--- src/rtl/dbic_pkg.sv ---
package dbic_pkg;
    localparam int BANK_W_DEF    = 32;
    localparam int NUM_BANKS_DEF = 2;
    localparam int ADDR_W_DEF    = 4;

    // Address layout: the register kind selects a group of NUM_BANKS words
    typedef enum int {
        KIND_RAW   = 0,
        KIND_MSTAT = 1,
        KIND_EN    = 2,
        KIND_ROUTE = 3,
        KIND_CTRL  = 4
    } reg_kind_e;

    function automatic int reg_word(input int nb, input reg_kind_e kind, input int bank);
        return nb * int'(kind) + bank;
    endfunction
endpackage

--- src/rtl/dbic_bank.sv ---
module dbic_bank
    import dbic_pkg::*;
#(
    parameter int W   = BANK_W_DEF,
    parameter int NB  = NUM_BANKS_DEF,
    parameter int IDX = 0,
    parameter int AW  = ADDR_W_DEF
) (
    input  logic          clk,
    input  logic          rst_n,
    input  logic          wr_en,
    input  logic [AW-1:0] wr_addr,
    input  logic [W-1:0]  wr_data,
    input  logic [W-1:0]  req_i,
    output logic [W-1:0]  en_o,
    output logic [W-1:0]  route_o,
    output logic          norm_o,
    output logic          fast_o,
    output logic          live_o,
    output logic          any_o
);
    localparam logic [AW-1:0] EN_ADR    = AW'(reg_word(NB, KIND_EN, IDX));
    localparam logic [AW-1:0] ROUTE_ADR = AW'(reg_word(NB, KIND_ROUTE, IDX));

    typedef struct packed {
        logic [W-1:0] en;
        logic [W-1:0] route;
    } bank_st_t;

    bank_st_t st_d, st_q;

    always_comb begin
        st_d = st_q;
        if (wr_en && (wr_addr == EN_ADR))    st_d.en    = wr_data;
        if (wr_en && (wr_addr == ROUTE_ADR)) st_d.route = wr_data;
    end

    always_ff @(posedge clk or negedge rst_n) begin
        if (!rst_n) st_q <= '0;
        else        st_q <= st_d;
    end

    assign en_o    = st_q.en;
    assign route_o = st_q.route;
    assign norm_o  = |(req_i & st_q.en & ~st_q.route);
    assign fast_o  = |(req_i & st_q.en & st_q.route);
    assign live_o  = |(req_i & st_q.en);
    assign any_o   = |req_i;
endmodule

--- src/rtl/dbic_rdmux.sv ---
module dbic_rdmux
    import dbic_pkg::*;
#(
    parameter int W  = BANK_W_DEF,
    parameter int NB = NUM_BANKS_DEF,
    parameter int AW = ADDR_W_DEF
) (
    input  logic [AW-1:0]   addr_i,
    input  logic [NB*W-1:0] raw_i,
    input  logic [NB*W-1:0] en_i,
    input  logic [NB*W-1:0] route_i,
    input  logic            ctrl_i,
    output logic [W-1:0]    rd_data
);
    always_comb begin
        rd_data = '0;
        for (int b = 0; b < NB; b++) begin
            if (int'(addr_i) == reg_word(NB, KIND_RAW, b))   rd_data = raw_i[b*W +: W];
            if (int'(addr_i) == reg_word(NB, KIND_MSTAT, b)) rd_data = raw_i[b*W +: W] & en_i[b*W +: W];
            if (int'(addr_i) == reg_word(NB, KIND_EN, b))    rd_data = en_i[b*W +: W];
            if (int'(addr_i) == reg_word(NB, KIND_ROUTE, b)) rd_data = route_i[b*W +: W];
        end
        if (int'(addr_i) == reg_word(NB, KIND_CTRL, 0)) rd_data = W'(ctrl_i);
    end
endmodule

--- src/rtl/dual_bank_irq_ctrl.sv ---
module dual_bank_irq_ctrl
    import dbic_pkg::*;
#(
    parameter int BANK_W    = BANK_W_DEF,
    parameter int NUM_BANKS = NUM_BANKS_DEF,
    parameter int ADDR_W    = ADDR_W_DEF
) (
    input  logic                          clk,
    input  logic                          rst_n,
    input  logic [BANK_W*NUM_BANKS-1:0]   src_i,
    input  logic                          wr_en,
    input  logic [ADDR_W-1:0]             addr_i,
    input  logic [BANK_W-1:0]             wr_data,
    output logic [BANK_W-1:0]             rd_data,
    output logic                          irq_o,
    output logic                          fiq_o,
    output logic                          wake_o
);
    localparam int NUM_SRC = BANK_W * NUM_BANKS;
    localparam logic [ADDR_W-1:0] CTRL_ADR = ADDR_W'(reg_word(NUM_BANKS, KIND_CTRL, 0));

    typedef struct packed {
        logic wake_sel;
        logic irq;
        logic fiq;
        logic wake;
    } top_st_t;

    top_st_t top_d, top_q;

    logic [NUM_SRC-1:0]   en_all;
    logic [NUM_SRC-1:0]   route_all;
    logic [NUM_BANKS-1:0] norm_v;
    logic [NUM_BANKS-1:0] fast_v;
    logic [NUM_BANKS-1:0] live_v;
    logic [NUM_BANKS-1:0] any_v;
    logic                 wake_sel;

    for (genvar b = 0; b < NUM_BANKS; b++) begin : g_bank
        dbic_bank #(
            .W   (BANK_W),
            .NB  (NUM_BANKS),
            .IDX (b),
            .AW  (ADDR_W)
        ) bank_i (
            .clk     (clk),
            .rst_n   (rst_n),
            .wr_en   (wr_en),
            .wr_addr (addr_i),
            .wr_data (wr_data),
            .req_i   (src_i[b*BANK_W +: BANK_W]),
            .en_o    (en_all[b*BANK_W +: BANK_W]),
            .route_o (route_all[b*BANK_W +: BANK_W]),
            .norm_o  (norm_v[b]),
            .fast_o  (fast_v[b]),
            .live_o  (live_v[b]),
            .any_o   (any_v[b])
        );
    end

    always_comb begin
        top_d = top_q;
        if (wr_en && (addr_i == CTRL_ADR)) top_d.wake_sel = wr_data[0];
        top_d.irq  = |norm_v;
        top_d.fiq  = |fast_v;
        top_d.wake = top_q.wake_sel ? (|live_v) : (|any_v);
    end

    always_ff @(posedge clk or negedge rst_n) begin
        if (!rst_n) top_q <= '0;
        else        top_q <= top_d;
    end

    assign wake_sel = top_q.wake_sel;
    assign irq_o    = top_q.irq;
    assign fiq_o    = top_q.fiq;
    assign wake_o   = top_q.wake;

    dbic_rdmux #(
        .W  (BANK_W),
        .NB (NUM_BANKS),
        .AW (ADDR_W)
    ) rdmux_i (
        .addr_i  (addr_i),
        .raw_i   (src_i),
        .en_i    (en_all),
        .route_i (route_all),
        .ctrl_i  (wake_sel),
        .rd_data (rd_data)
    );
endmodule

--- config.mk ---
export PLATFORM = sky130hd
export DESIGN_NAME = dual_bank_irq_ctrl
export DESIGN_NICKNAME = d
export VERILOG_FILES = /design/src/rtl/dbic_pkg.sv /design/src/rtl/dbic_bank.sv /design/src/rtl/dbic_rdmux.sv /design/src/rtl/dual_bank_irq_ctrl.sv
export SDC_FILE = /design/constraint.sdc
export NUM_CORES = 1
export LEC_CHECK = 0
export BUFFER_PORTS_ARGS = -buffer_cell sky130_fd_sc_hd__buf_4
export CORE_UTILIZATION = 45
export DETAILED_ROUTE_END_ITERATION = 10
export MAX_ROUTING_LAYER = met4
export PLACE_DENSITY = 0.65
export RECOVER_POWER = 50
export REMOVE_ABC_BUFFERS = 1
export SYNTH_ARGS = -nofsm -noshare
export SYNTH_HDL_FRONTEND = slang
export SYNTH_SLANG_ARGS = --single-unit
--- constraint.sdc ---
create_clock -name clk -period 5.6 [get_ports clk]
set_input_delay 1.68 -clock clk [delete_from_list [all_inputs] [get_ports clk]]
set_output_delay 1.68 -clock clk [all_outputs]
set_load 0.02 [all_outputs]
# ---- Yosys cells after proc, flatten, opt, wreduce, memory -nomap -nowiden
# Cells that the tools add are included.
dict set report word_totals {
  register_bits 132
  inputBits 103
  elab_cells 49
}
dict set report op_classes {
  eq_ne 13
  n_bitwise 8
  n_mux 10
  n_reduce_logical 10
}
# op n
set op_table {}
lappend op_table {{$mux W32} 9}
lappend op_table {{$reduce_or A64 Y1} 4}
lappend op_table {{$and A32 B32 Y32} 6}
lappend op_table {{$not A32 Y32} 2}
lappend op_table {{$eq A4 B3 Y1 const B} 6}
lappend op_table {{$eq A4 B4 Y1 const B} 6}
lappend op_table {{$logic_and A1 B1 Y1} 5}
lappend op_table {{$eq A4 B2 Y1 const B} 1}
lappend op_table {{$logic_not A4 Y1} 1}
lappend op_table {{$mux W1} 1}

# ---- Longest topological paths before layout
dict set report logic_depth {
  depth_word 10
  depth_mapped 7
  depth_no_buf 5
}

# ---- Cells and area by module
# From an unflattened synthesis, not the netlist that was laid out.
dict set report unflattened {
  hier_cells 854
  area_unflattened_um2 8793.4
}
# mod cells_each instances area_each_um2
set modules_own_cells {}
lappend modules_own_cells {{dbic_bank (g_bank[1].bank_i)} 259 1 3196.8}
lappend modules_own_cells {{dbic_bank (g_bank[0].bank_i)} 258 1 3057.9}
lappend modules_own_cells {dbic_rdmux 325 1 2378.5}
lappend modules_own_cells {dual_bank_irq_ctrl 12 1 160.2}

# ---- Worst setup path after synthesis
# No wires, ideal clock.
dict set report synth_path {
  path_kind {input -> output}
  start {input addr_i[2]}
  end {output rd_data[10]}
  path_slack_ns 1.063
  stages 5
  arrival_ns 2.857
  required_time_ns 3.920
  cell_sequence {buf_2 > nor3_2 > buf_2 > a22oi_1 > o221ai_1}
}
dict set report synth_between {
  elab_chain_cells 10
}
# item line_no
set synth_rtl {}
lappend synth_rtl {{from (decl)} dual_bank_irq_ctrl.sv:12} ;# input logic [ADDR_W-1:0] addr_i,
lappend synth_rtl {{$logic_not A4 Y1} dbic_rdmux.sv:18} ;# if (int'(addr_i) == reg_word(NB, KIND_RAW, b)) rd_data = raw_i[b*W +: W];
lappend synth_rtl {{$mux W32} dbic_rdmux.sv:18}
lappend synth_rtl {{$mux W32} dbic_rdmux.sv:19} ;# if (int'(addr_i) == reg_word(NB, KIND_MSTAT, b)) rd_data = raw_i[b*W +: W] & en_i[b*W +: W];
lappend synth_rtl {{$mux W32} dbic_rdmux.sv:20} ;# if (int'(addr_i) == reg_word(NB, KIND_EN, b)) rd_data = en_i[b*W +: W];
lappend synth_rtl {{$mux W32} dbic_rdmux.sv:21} ;# if (int'(addr_i) == reg_word(NB, KIND_ROUTE, b)) rd_data = route_i[b*W +: W];
lappend synth_rtl {{$mux W32} dbic_rdmux.sv:18}
lappend synth_rtl {{$mux W32} dbic_rdmux.sv:19}
lappend synth_rtl {{$mux W32} dbic_rdmux.sv:20}
lappend synth_rtl {{$mux W32} dbic_rdmux.sv:21}
lappend synth_rtl {{$mux W32 *} dbic_rdmux.sv:23} ;# if (int'(addr_i) == reg_word(NB, KIND_CTRL, 0)) rd_data = W'(ctrl_i);
lappend synth_rtl {{to (decl)} dual_bank_irq_ctrl.sv:14} ;# output logic [BANK_W-1:0] rd_data,
# Mark *: on every way between the ends. The rest lies on a longest branch, timed or not.

# ---- Worst setup path in the final report
dict set report layout_path {
  start {input addr_i[1]}
  end {output rd_data[13]}
}
# The elaborated chain is that of the path after synthesis.

==> results.md <==
* Final core utilization at 56.0%
* P_sw at 1.20 mW
* Met1 usage at 51.0%
* Die Width at 134 um
* Fin nets at 1022
* Synth Register Bits at 132
* Total GRT Usage at 37.2%
* Initial antenna violation count at 0
* Share of cells above drive strength 1 at 31.3%
* Syn Area/Cell at 9.92 sq um
* Period minus WS final at 4.89 ns
* Deepest clock path buffer count at 2
* LEAKAGE at 3.94 nW
* Least-Margin Pin Slew at 2.55 ns
* # setup viols final at 0
* Vias in the first global route at 7625
* CP Class: in2out
* CP startpoint kind: primary input
* DP HPWL at 23200 um
* CTS tree: yes
* First-pass GRT wire length at 47700 um
* Vias at 7997
* Total wire length at 31400 um
* Final Instance Area at 9610 sq um
* Clock Power Share at 32.1%
* Synth-to-layout area growth at 21.9%
* Clk_skew at 0.0198 ns
* Combinational Power Share at 24.1%
* Largest net degree at the start of global routing at 100
* Initial Util at 45.9%
* VDD IR max at 0.216 mV
* Clock sink count at 132
* Failing checks: capacitance limit, slew limit
* Met2 usage at 54.2%
* I/O pin total at 138
* CP Cell Sequence: buf_4 > inv_1 > nand2_1 > buf_4 > nor2_1 > a211o_1 > o211ai_1 > buf_4
* # DRC at 0
* Register area share after synthesis at 41.9%
* H-Tree Depth at 4
* Post-CTS Setup Bufs at 0
* Synth cell types at 40
* Min-delay worst type: reg2reg
* CTS resizes at 0
* Worst skew pair latency at 0.44 ns
* Root Driver: clkbuf_16
* Routability Congestion at 1.03
* DIE HEIGHT at 134 um
* Router iterations before antenna repair at 5
* Post-CTS Hold Buffers at 0
* Critical Path AT at 3.21 ns
* RSZ-0062 raised after global routing: no
* Max-Cap Viols at 1
* Clock slew at reported path FFs at 0.06 ns
* Sw Ratio at 35.5%
* M3 GR Usage at 6.27%
* Internal Power at 2.17 mW
* CP endpoint kind: primary output
* Cells after Synth at 795
* Slew Limit Headroom at -69.8%
* Status: complete, but fails checks
* Post-route ant nets at 0
* Core area at 17200 sq um
* DR vias/cell at 6.91
* Crit-path max cell delay at 0.35 ns
* PortBufs at 137
* Post-Syn Area at 7880 sq um
* Hold Vio Cnt, Final at 0
* Overall Power at 3.37 mW
* Initial DRC count at 924
* Synth warnings at 0
* Sequential group share of total power at 43.9%
* CP required at 3.92 ns
* Row cnt at 48
* Die area at 18100 sq um
* Fmax at 205 MHz
* Placement Cell Area at 9080 sq um
* Antenna Cells at 0
* Slowest stage cell, crit path: buf_4
* Busiest grt layer: met2
* PwrDens at 350 nW/um^2
* Average wire per standard cell at 27.2 um
* CP Max Fanout at 30
* Most used cell, CP: buf_4
* Total gr overflow at 0
* Max-slew violations at 100
* Num CTS Buffers at 17
* Fin crit share at 87.3%
## flip-flops by register name (all words and copies together), names as in the netlist
signal / flops
g_bank.bank_i.route_o: 64
wake_o: 1
wake_sel: 1
fiq_o: 1
irq_o: 1
g_bank.bank_i.en_o: 64
## cells in the mapped netlist (all sizes together)
| cell type | number | share of area (%) |
|---|---|---|
| nor2 | 34 | 1.6 |
| o21ai | 63 | 4.0 |
| or3 | 1 | 0.079 |
| nor4 | 24 | 1.9 |
| buf | 18 | 1.8 |
| nand4b | 2 | 0.22 |
| and4 | 3 | 0.33 |
| a32oi | 30 | 3.3 |
| dfrtp | 132 | 42 |
| o2bb2ai | 15 | 1.7 |
| inv | 5 | 0.24 |
| o22ai | 33 | 2.6 |
| xnor2 | 1 | 0.11 |
| and3 | 2 | 0.16 |
| nor3 | 3 | 0.40 |
| nand4 | 33 | 2.6 |
| o32ai | 1 | 0.11 |
| o21a | 1 | 0.095 |
| nand3 | 70 | 4.4 |
| a311oi | 1 | 0.11 |
| or4 | 2 | 0.19 |
| nor2b | 2 | 0.25 |
| a31oi | 2 | 0.16 |
| o221ai | 15 | 1.7 |
| o211ai | 17 | 1.6 |
| nand2 | 77 | 3.7 |
| a211o | 15 | 1.7 |
| a21oi | 5 | 0.32 |
| mux2 | 129 | 18 |
| a22oi | 30 | 2.9 |
| clkbuf | 29 | 1.4 |
## metrics by stage
step	hold slack [ns]	instances	setup TNS, ns	setup slack [ns]
3_3_place_gp	0.551	1125	0	0.782
4_1_cts	0.569	1157	0	0.734
3_5_place_dp	0.553	1125	0	0.754
6_report	0.575	1157	0	0.711
2_1_floorplan	0.506	748	-7.29	-0.254
5_1_grt	0.590	1157	0	0.618
## routing by layer
layer / wire (um) / vias up
met3: 2940 / 86
met5: 0 / -
met1: 13300 / 3999
met4: 1120 / 0
li1: - / 3399
met2: 14100 / 513
## layout make-up
class	instances	area [sq um]
fill	1628	7560
multi-input combinational	611	4320
sequential	132	3300
timing repair buffer	152	1130
clock buffer	18	439
tap	225	282
clock inverter	14	128
inverter	5	18.8
## power by group through the flow
stage,logic [mW],registers [mW],clock network (mW)
6_report,0.811,1.48,1.08
5_1_grt,0.869,1.51,1.13
4_1_cts,0.802,1.46,1.09
3_5_place_dp,0.798,1.48,0
3_3_place_gp,0.787,1.47,0
2_1_floorplan,0.482,1.36,0
## worst paths after layout
kind                                                     startpoint                                        to  slack (ns)  depth (start not counted)
max                                                       addr_i[1]                               rd_data[13]        0.71                          8
min                        g_bank[1].bank_i.route_o[15]$_DFFE_PN0P_  g_bank[1].bank_i.route_o[15]$_DFFE_PN0P_        0.57                          1
max reg2reg                   g_bank[1].bank_i.en_o[15]$_DFFE_PN0P_                           irq_o$_DFF_PN0_        3.47                          5
min reg2reg                g_bank[1].bank_i.route_o[15]$_DFFE_PN0P_  g_bank[1].bank_i.route_o[15]$_DFFE_PN0P_        0.57                          1
max in group asynchronous                                     rst_n     g_bank[1].bank_i.en_o[18]$_DFFE_PN0P_        1.55                          2
min in group asynchronous                                     rst_n     g_bank[1].bank_i.en_o[14]$_DFFE_PN0P_        2.04                          1
## layout by cell type, fill, tap and decap left out, types with 3 or more instances in the layout
cell,netlist,routed
buf_4,3,143
dfrtp_1,132,132
mux2_2,107,107
nand2_1,76,76
nand3_1,70,69
o21ai_0,63,63
o22ai_1,33,33
nor2_1,34,33
nand4_1,33,33
a22oi_1,30,30
a32oi_1,30,30
nor4_1,24,24
mux2_1,22,22
o211ai_1,17,17
clkbuf_16,0,17
a211o_1,15,15
o2bb2ai_1,15,15
o221ai_1,15,15
clkinvlp_4,0,7
clkbuf_1,28,6
a21oi_1,5,5
inv_1,3,3
and4_1,3,3
inv_6,0,3
## cells by family after synthesis
family / Yosys count / share of synthesized area (%)
xor+xnor: 1 / 0.111
buf+inv: 52 / 3.43
compound gates: 228 / 20.2
simple gates: 253 / 15.9
flops: 132 / 41.9
mux: 129 / 18.4
## worst max-delay path: cells and delay by family
kind | cells | cell delay, ns
AOI/OAI and AO/OA | 2 | 0.44
buffers and inverters | 4 | 0.91
and+or+nand+nor | 2 | 0.14
(Power assumes the default switching activity.)
